==> config.mk <==
export PLATFORM = sky130hd
export DESIGN_NAME = tournament_bp
export DESIGN_NICKNAME = d
export VERILOG_FILES = /design/src/rtl/tp_pkg.sv /design/src/rtl/tp_table.sv /design/src/rtl/tp_ghist.sv /design/src/rtl/tournament_bp.sv
export SDC_FILE = /design/constraint.sdc
export NUM_CORES = 2
export LEC_CHECK = 0
export ABC_CLOCK_PERIOD_IN_PS = 4500
export BUFFER_PORTS_ARGS = -buffer_cell sky130_fd_sc_hd__buf_2
export CORE_MARGIN = 4
export CORE_UTILIZATION = 32
export CTS_CLUSTER_SIZE = 12
export DETAILED_ROUTE_END_ITERATION = 10
export GPL_TIMING_DRIVEN = 0
export PLACE_DENSITY_LB_ADDON = 0.2
export SYNTH_ARGS = -nofsm -noshare
export SYNTH_HDL_FRONTEND = slang
export SYNTH_SLANG_ARGS = --single-unit
==> constraint.sdc <==
create_clock -name clk -period 4.5 [get_ports clk]
set_clock_uncertainty 0.15 [all_clocks]
set_input_delay 0 -clock clk [delete_from_list [all_inputs] [get_ports clk]]
set_output_delay 0 -clock clk [all_outputs]
set_load 0.02 [all_outputs]
==> src/rtl/tp_pkg.sv <==
package tp_pkg;

  localparam logic [1:0] CTR_RESET    = 2'b01; // weakly not-taken
  localparam logic [1:0] CHOOSE_RESET = 2'b00; // weakly global
  localparam logic [1:0] CHOOSE_MAX   = 2'b01; // +1
  localparam logic [1:0] CHOOSE_MIN   = 2'b10; // -2

  function automatic logic [1:0] ctr_step(input logic [1:0] c, input logic taken);
    logic [1:0] r;
    if (taken) r = (c == 2'b11) ? c : c + 2'b01;
    else       r = (c == 2'b00) ? c : c - 2'b01;
    return r;
  endfunction

  function automatic logic [1:0] choose_step(input logic [1:0] c,
                                             input logic glob_ok,
                                             input logic loc_ok);
    logic [1:0] r;
    r = c;
    if (glob_ok && !loc_ok && c != CHOOSE_MAX) r = c + 2'b01;
    else if (loc_ok && !glob_ok && c != CHOOSE_MIN) r = c - 2'b01;
    return r;
  endfunction

endpackage

==> src/rtl/tp_table.sv <==
module tp_table #(
  parameter int ADDR_W = 4,
  parameter int DATA_W = 2,
  parameter logic [DATA_W-1:0] RESET_VAL = '0
) (
  input  logic              clk,
  input  logic              rst,
  input  logic [ADDR_W-1:0] rd_addr_a,
  output logic [DATA_W-1:0] rd_data_a,
  input  logic [ADDR_W-1:0] rd_addr_b,
  output logic [DATA_W-1:0] rd_data_b,
  input  logic              we,
  input  logic [ADDR_W-1:0] wr_addr,
  input  logic [DATA_W-1:0] wr_data
);
  localparam int DEPTH = 1 << ADDR_W;

  logic [DATA_W-1:0] mem [DEPTH];

  // asynchronous read ports: old contents until the edge
  assign rd_data_a = mem[rd_addr_a];
  assign rd_data_b = mem[rd_addr_b];

  always_ff @(posedge clk) begin
    if (rst) begin
      for (int i = 0; i < DEPTH; i++) mem[i] <= RESET_VAL;
    end else if (we) begin
      mem[wr_addr] <= wr_data;
    end
  end
endmodule

==> src/rtl/tp_ghist.sv <==
module tp_ghist #(
  parameter int W = 4
) (
  input  logic         clk,
  input  logic         rst,
  input  logic         shift_en,
  input  logic         bit_in,
  output logic [W-1:0] hist
);
  always_ff @(posedge clk) begin
    if (rst)           hist <= '0;
    else if (shift_en) hist <= {hist[W-2:0], bit_in};
  end
endmodule

==> src/rtl/tournament_bp.sv <==
module tournament_bp
  import tp_pkg::*;
#(
  parameter int PC_W    = 32,
  parameter int ALIGN_W = 2,
  parameter int LIDX_W  = 6,
  parameter int LHIST_W = 5,
  parameter int GHIST_W = 8
) (
  input  logic            clk,
  input  logic            rst,
  input  logic [PC_W-1:0] pred_pc,
  output logic            pred_taken,
  output logic            pred_local,
  output logic            pred_global,
  input  logic            upd_valid,
  input  logic [PC_W-1:0] upd_pc,
  input  logic            upd_taken,
  input  logic            upd_local_pred,
  input  logic            upd_global_pred
);
  localparam int IDX_TOP = ALIGN_W + ((LIDX_W > GHIST_W) ? LIDX_W : GHIST_W);

  initial begin
    if (IDX_TOP > PC_W) $error("tournament_bp: index bits exceed PC width");
    if (LHIST_W < 2 || GHIST_W < 2) $error("tournament_bp: histories need 2+ bits");
  end

  // index selection
  logic [LIDX_W-1:0]  p_lidx, u_lidx;
  logic [GHIST_W-1:0] p_gidx, u_gidx, ghist;

  assign p_lidx = pred_pc[ALIGN_W +: LIDX_W];
  assign u_lidx = upd_pc[ALIGN_W +: LIDX_W];
  assign p_gidx = pred_pc[ALIGN_W +: GHIST_W] ^ ghist;
  assign u_gidx = upd_pc[ALIGN_W +: GHIST_W] ^ ghist;

  // local histories
  logic [LHIST_W-1:0] p_lhist, u_lhist, lh_wdata;
  assign lh_wdata = {u_lhist[LHIST_W-2:0], upd_taken};

  tp_table #(.ADDR_W(LIDX_W), .DATA_W(LHIST_W), .RESET_VAL('0)) u_lhist_tab (
    .clk(clk), .rst(rst),
    .rd_addr_a(p_lidx), .rd_data_a(p_lhist),
    .rd_addr_b(u_lidx), .rd_data_b(u_lhist),
    .we(upd_valid), .wr_addr(u_lidx), .wr_data(lh_wdata)
  );

  // local pattern counters
  logic [1:0] p_lctr, u_lctr, l_wdata;
  assign l_wdata = ctr_step(u_lctr, upd_taken);

  tp_table #(.ADDR_W(LHIST_W), .DATA_W(2), .RESET_VAL(CTR_RESET)) u_lpat_tab (
    .clk(clk), .rst(rst),
    .rd_addr_a(p_lhist), .rd_data_a(p_lctr),
    .rd_addr_b(u_lhist), .rd_data_b(u_lctr),
    .we(upd_valid), .wr_addr(u_lhist), .wr_data(l_wdata)
  );

  // global counters
  logic [1:0] p_gctr, u_gctr, g_wdata;
  assign g_wdata = ctr_step(u_gctr, upd_taken);

  tp_table #(.ADDR_W(GHIST_W), .DATA_W(2), .RESET_VAL(CTR_RESET)) u_gpat_tab (
    .clk(clk), .rst(rst),
    .rd_addr_a(p_gidx), .rd_data_a(p_gctr),
    .rd_addr_b(u_gidx), .rd_data_b(u_gctr),
    .we(upd_valid), .wr_addr(u_gidx), .wr_data(g_wdata)
  );

  // choosers
  logic [1:0] p_ch, u_ch, ch_wdata;
  assign ch_wdata = choose_step(u_ch, upd_global_pred == upd_taken,
                                upd_local_pred == upd_taken);

  tp_table #(.ADDR_W(LIDX_W), .DATA_W(2), .RESET_VAL(CHOOSE_RESET)) u_choose_tab (
    .clk(clk), .rst(rst),
    .rd_addr_a(p_lidx), .rd_data_a(p_ch),
    .rd_addr_b(u_lidx), .rd_data_b(u_ch),
    .we(upd_valid), .wr_addr(u_lidx), .wr_data(ch_wdata)
  );

  // global history
  tp_ghist #(.W(GHIST_W)) u_ghist (
    .clk(clk), .rst(rst), .shift_en(upd_valid), .bit_in(upd_taken), .hist(ghist)
  );

  // prediction: chooser sign bit clear selects the global component
  assign pred_local  = p_lctr[1];
  assign pred_global = p_gctr[1];
  assign pred_taken  = p_ch[1] ? pred_local : pred_global;

endmodule

**Word-level counts from Yosys, hierarchy flattened**

Memories as Yosys holds them, arrays and structs flattened.
Cells that the tools add are included.

- Eq/ne operators: 6
- Bitwise gates (word level): 2
- Multiplexer cells: 26
- Reductions and logical operators: 12
- $add $sub $neg: 6

Operators by type and width:

| operator | number |
|---|---|
| $mux 2 | 11 |
| $xor 8x8->8 | 2 |
| $mux 6 | 2 |
| $mux 1 | 10 |
| $mux 5 | 2 |
| $mux 8 | 1 |
| $add 2x1->2 const B | 3 |
| $reduce_or 2->1 | 3 |
| $sub 2x1->2 const B | 3 |
| $reduce_or 5->1 | 1 |
| $eq 2x2->1 const B | 2 |
| $logic_and 1x1->1 | 4 |
| $logic_not 2->1 | 2 |
| $eq 1x1->1 | 2 |
| $logic_not 1->1 | 2 |
| $ne 2x1->1 const B | 1 |
| $ne 2x2->1 const B | 1 |

- Bits in registers: 8
- Memories kept: 4
- Input port bits: 70
- Output and inout port bits: 3
- RAM bits: 1024
- Logic and storage cells: 57

Memories:

| name | depth | width | rd ports | clocked after Yosys merged registers in | wr ports | RTL line | text |
|---|---|---|---|---|---|---|---|
| u_gpat_tab.mem | 256 | 2 | 2 | 0 | 256 | tp_table.sv:18 | `logic [DATA_W-1:0] mem [DEPTH];` |
| u_lhist_tab.mem | 64 | 5 | 2 | 0 | 64 | tp_table.sv:18 |  |
| u_choose_tab.mem | 64 | 2 | 2 | 0 | 64 | tp_table.sv:18 |  |
| u_lpat_tab.mem | 32 | 2 | 2 | 0 | 32 | tp_table.sv:18 |  |

**Longest topological paths before layout**

- Depth after elaboration: 7
- Gate-level depth with buffers: 22

**Hierarchy**

From an unflattened synthesis, not the netlist that was laid out.

- Cells, all modules: 4598
- Area, all modules: 59214.3 um2

Modules (own cells, without submodules):

| module | times used | sequential area each (um2) | area each (um2) | cells each |
|---|---|---|---|---|
| tp_table at u_gpat_tab | 1 | 15374.7 | 29246.8 | 2366 |
| tp_table at u_lhist_tab | 1 | 9609.2 | 17732.0 | 1253 |
| tp_table at u_choose_tab | 1 | 3843.7 | 7573.5 | 544 |
| tp_table at u_lpat_tab | 1 | 1921.8 | 4037.6 | 369 |
| tournament_bp | 1 | 0.0 | 339.1 | 40 |
| tp_ghist | 1 | 160.2 | 285.3 | 26 |

**Least setup slack after synthesis**

No wires, ideal clock.

- Path kind: in2out
- From: input port pred_pc[2]
- To: output port pred_taken
- Stages on the path: 11
- Buffers on the path: 4
- Setup slack: 0.335 ns
- Arrival: 4.015 ns
- Cell sequence: buf_2 -> buf_4 -> xor2_1 -> buf_4 -> buf_2 -> mux4_2 -> mux4_2 -> mux4_2 -> a211oi_1 -> a21oi_1 -> mux2_2

- Longest elaborated chain between the ends: 3
- Elaborated cells on any way between the ends: 6
- Classes of those cells: mux (1); bitwise (1); memory (4)

Ends and longest elaborated chain:

| item | RTL line | text |
|---|---|---|
| start: declaration | tournament_bp.sv:12 | `input logic [PC_W-1:0] pred_pc,` |
| $xor 8x8->8 | tournament_bp.sv:35 | `assign p_gidx = pred_pc[ALIGN_W +: GHIST_W] ^ ghist;` |
| $mem_v2 256x2 | n/a |  |
| via pred_global | tournament_bp.sv:15 | `output logic pred_global,` |
| $mux 1 | tournament_bp.sv:91 | `assign pred_taken = p_ch[1] ? pred_local : pred_global;` |
| end: declaration | tournament_bp.sv:13 | `output logic pred_taken,` |

The timed path passes the listed nets, and every way through them passes these cells.

**Final worst setup path**

- From: input port pred_pc[3]
- To: output port pred_taken

- Longest elaborated chain between the ends: 3
- Elaborated cells on any way between the ends: 6
- Classes of those cells: mux (1); bitwise (1); memory (4)

Ends and longest elaborated chain:

| item | RTL line |
|---|---|
| $mem_v2 64x5 / $xor 8x8->8 (equally long branches) | n/a |
| $mem_v2 32x2 / $mem_v2 256x2 (equally long branches) | n/a |
| $mux 1 * | tournament_bp.sv:91 |

Every way passes the cells marked *; elsewhere a longest branch is shown, timed or not.

==> flow_summary_export.csv <==
group,metric,value,unit
grt,grtUsageTotal,28.42,%
synthesis,async_reset_ff_share,0,%
critical_path,end_kind,"primary output",
finish,area_growth,19.86,%
placement,preCtsSetupSlack,-3.911,ns
clock_tree,cts-root-buf,"clkbuf_16",
route,drt-wirelength-per-cell,38.82,um
timing,rsz0062_at_grt,"yes",
grt,grt_start_max_net_pins,16,
timing,setup_viol,493,
clock_tree,cts_tree,"done",
run_status,status,"finished with violations",
timing,final_max_slew_viol_count,88,
grt,grt_overflow,0,
die,die_height,421.4,um
pwr,leakage,21.70,nW
die,die_x,421.4,um
finish,fin_cells,6805,
pwr,power_density,393.6,nW/um2
synthesis,synth.ff_latch_count,1032,
route,avgViaCountPerCell,6.277,
die,ioPinCount,73,
clock_tree,clock_path_buffers,3,
finish,nets,4563,
finish,drive_above_1_share,25.17,%
critical_path,required,4.35,ns
route,drt_iter0_drc,7376,
clock_tree,numCtsBuffers,114,
run_status,violations,"max-capacitance violations, max-slew violations, negative setup slack",
critical_path,critPathArrivalTime,4.56,ns
clock_tree,clock-sinks,1032,
placement,port-buffer-count,16,
synthesis,syn_area_per_cell,12.93,um2
die,coreArea,169700,um2
route,drtAntennaViolNets,0,
timing,layout_worst_path_cycle_share,104.7,%
timing,max_freq,0.2122,GHz
placement,dpl.hpwl,183000,um
timing,setup_ws,-0.2116,ns
critical_path,worstPathMaxFanout,10,
synthesis,synth_nets,4303,
route,num_vias,42720,
route,firstDrtPassIters,6,
synthesis,yosysSeqAreaShare,56.52,%
die,start_util,32.23,%
grt,antenna_found_initial,17,
timing,worst_slew_pin_slew,1.641,ns
die,dieArea,177600,um2
critical_path,critPathKind,"in -> out",
route,drcViolationCount,0,
grt,grt_first_pass_wirelength,347800,um
synthesis,syn_inst,4231,
timing,finalCriticalPeriod,4.712,ns
min_path,hold_class,"in -> reg",
timing,setup_tns,-19.93,ns
synthesis,synth-edff-count,1024,
grt,grt_pass1_vias,40290,
synthesis,synth_ff_type,"edfxtp_1",
finish,fillers,16180,
clock_tree,clock_latency,0.78,ns
clock_tree,cts.reportedPaths.clkPinSlew,0.06,ns
placement,gp_congestion,1.047,
critical_path,cp-start-kind,"input port",
synthesis,yosysWarnings,0,
timing,hold_viol,0,
clock_tree,htreeDepth,3,
route,drt_wl_total,264100,um
run,cap_violations,10,
synthesis,syn_area,54690,um2
synthesis,synth.distinct_cells,69,
pwr,ir_drop,0.3136,mV
placement,dp.cells,6490,
timing,maxSlewHeadroom,-9.424,%
die,num_rows,151,
==> critical path, cell delays in order <==
cell and delay (ns):
buf_4 0.33, buf_4 0.40, buf_4 0.34, buf_4 0.38
clkbuf_4 0.47, clkbuf_2 0.39, buf_8 0.23, mux4_2 0.38
mux4_2 0.58, mux4_2 0.51, mux2_4 0.35, buf_6 0.14
==> path summary, 6_finish.rpt <==
path	startpoint	to	slack [ns]	depth (start not counted)
setup / recovery	pred_pc[3]	pred_taken	-0.21	12
hold / removal	upd_global_pred	u_choose_tab.mem[0][1]	0.11	7
hold reg to reg	u_ghist.hist[1]	u_ghist.hist[1]	0.44	2
setup reg to reg	u_ghist.hist[2]	u_gpat_tab.mem[25][1]	-0.13	8
==> synthesized netlist by cell type, types with 6 or more instances <==
master	n	area (um2)
dfxtp_1	8	160.2
buf_4	13	97.59
buf_2	142	710.7
nand2b_1	229	1433
mux2_2	36	405.4
xor2_1	13	113.9
a221o_1	6	60.06
nor2_1	680	2552
a31oi_1	8	50.05
mux2i_1	119	1191
and2_1	6	37.54
inv_1	12	45.04
nor4_1	61	381.6
nor2b_1	25	156.4
a21oi_1	44	220.2
buf_6	6	67.56
a211oi_1	9	67.56
nor3_1	100	500.5
a22o_1	6	52.55
xnor2_1	9	78.83
a22oi_1	45	337.8
o21ai_0	25	125.1
nand2_1	329	1235
mux4_2	397	8941
a221oi_1	28	245.2
o221ai_1	6	52.55
nand3_1	300	1501
buf_1	30	112.6
o22ai_1	35	219.0
and3_1	9	56.30
a32oi_1	6	52.55
clkbuf_1	243	912.1
or2_2	10	62.56
edfxtp_1	1024	30750
a21o_1	132	991.0
==> metrics by stage <==
| step | hold slack (ns) | utilization [%] | total power, mW | cell area [um2] |
|---|---|---|---|---|
| 3_5_place_dp | 0.4223 | 34.20 | 15.22 | 58030 |
| 2_1_floorplan | 0.1704 | - | 13.35 | 54690 |
| 4_1_cts | 0.06949 | 37.18 | 24.93 | 63080 |
| 5_1_grt | 0.1267 | 38.63 | 26.26 | 65540 |
| 3_3_place_gp | 0.4238 | 33.92 | 15.17 | 57540 |
| 6_report | 0.1051 | 38.64 | 25.80 | 65550 |
==> timing repair <==
| item | 4_1_cts | 5_1_grt |
|---|---|---|
| pin swaps | 13 | 14 |
| gates cloned | 0 | 29 |
| setup buffers | 19 | 54 |
| endpoints found under the setup margin | 1925 | 703 |
| hold endpoints to repair | 17 | 0 |
| resized for setup | 377 | 341 |
| hold buffers | 5 | 0 |
==> logic make-up (layout without fill, tap and decap cells) <==
logic type	after synthesis	after routing	synth area share [%]
AOI/OAI and AO/OA	389	389	5.141
xor gates and xnor gates	23	23	0.3821
adders and majority gates	5	5	0.1075
buffers and inverters	449	802	3.578
DFF	1032	1032	56.52
muxes	553	553	19.29
other	0	3	0
and+or+nand+nor	1780	1780	14.98
==> cell type report <==
cell class	instances	area [um2]	share of cell area, %
clock inverters	61	604.3	0.9220
clock buffers	148	3064	4.675
diodes	3	7.507	0.01145
multi-input cells	2750	22950	35.01
plain buffers	429	3258	4.971
inverters	15	58.81	0.08971
flip-flops and latches	1032	30910	47.16
well taps	2218	2775	4.234
repair buffers	149	1916	2.922
==> sequential cells by signal (all words and copies together) (netlist names) <==
| signal | flops |
|---|---|
| u_choose_tab.mem | 128 |
| u_gpat_tab.mem | 512 |
| u_lhist_tab.mem | 320 |
| u_lpat_tab.mem | 64 |
| u_ghist.hist | 8 |
==> routing by layer <==
layer	routed length (um)	up-vias	track usage, %	share of wire [%]
met5	47	-	0	0.018
met4	21140	8	17.15	8.0
met3	30800	853	7.449	12
met2	115200	3334	43.03	44
met1	96960	21860	36.61	37
li1	-	16660	-	-
==> report_power, final <==
part	switching [mW]	internal, mW	total (mW)
clock	4.21	5.40	9.61
sequential	0.170	10.8	11.0
combinational	3.32	1.90	5.22
total	7.69	18.1	25.8
==> cell usage in the layout, fill, tap and decap left out, types with 14 or more instances in the layout <==
| cell type | count |
|---|---|
| edfxtp_1 | 1024 |
| nor2_1 | 657 |
| mux4_2 | 397 |
| nand2_1 | 327 |
| nand3_1 | 281 |
| nand2b_1 | 228 |
| clkbuf_1 | 202 |
| clkbuf_16 | 144 |
| a21o_1 | 132 |
| mux2i_1 | 114 |
| buf_4 | 101 |
| buf_6 | 53 |
| nor3_1 | 48 |
| nor4_1 | 47 |
| buf_2 | 46 |
| buf_12 | 42 |
| a21oi_1 | 41 |
| a22oi_1 | 40 |
| clkbuf_2 | 37 |
| buf_8 | 35 |
| mux2_2 | 35 |
| o22ai_1 | 34 |
| nor3_2 | 34 |
| clkbuf_4 | 27 |
| a221oi_1 | 26 |
| clkinv_1 | 25 |
| clkinv_2 | 24 |
| nor3_4 | 23 |
| nor2b_1 | 22 |
| o21ai_0 | 19 |
| nand3_2 | 19 |
| buf_1 | 14 |
| nor2_2 | 14 |
No activity file was read; power rests on OpenSTA's default activity.
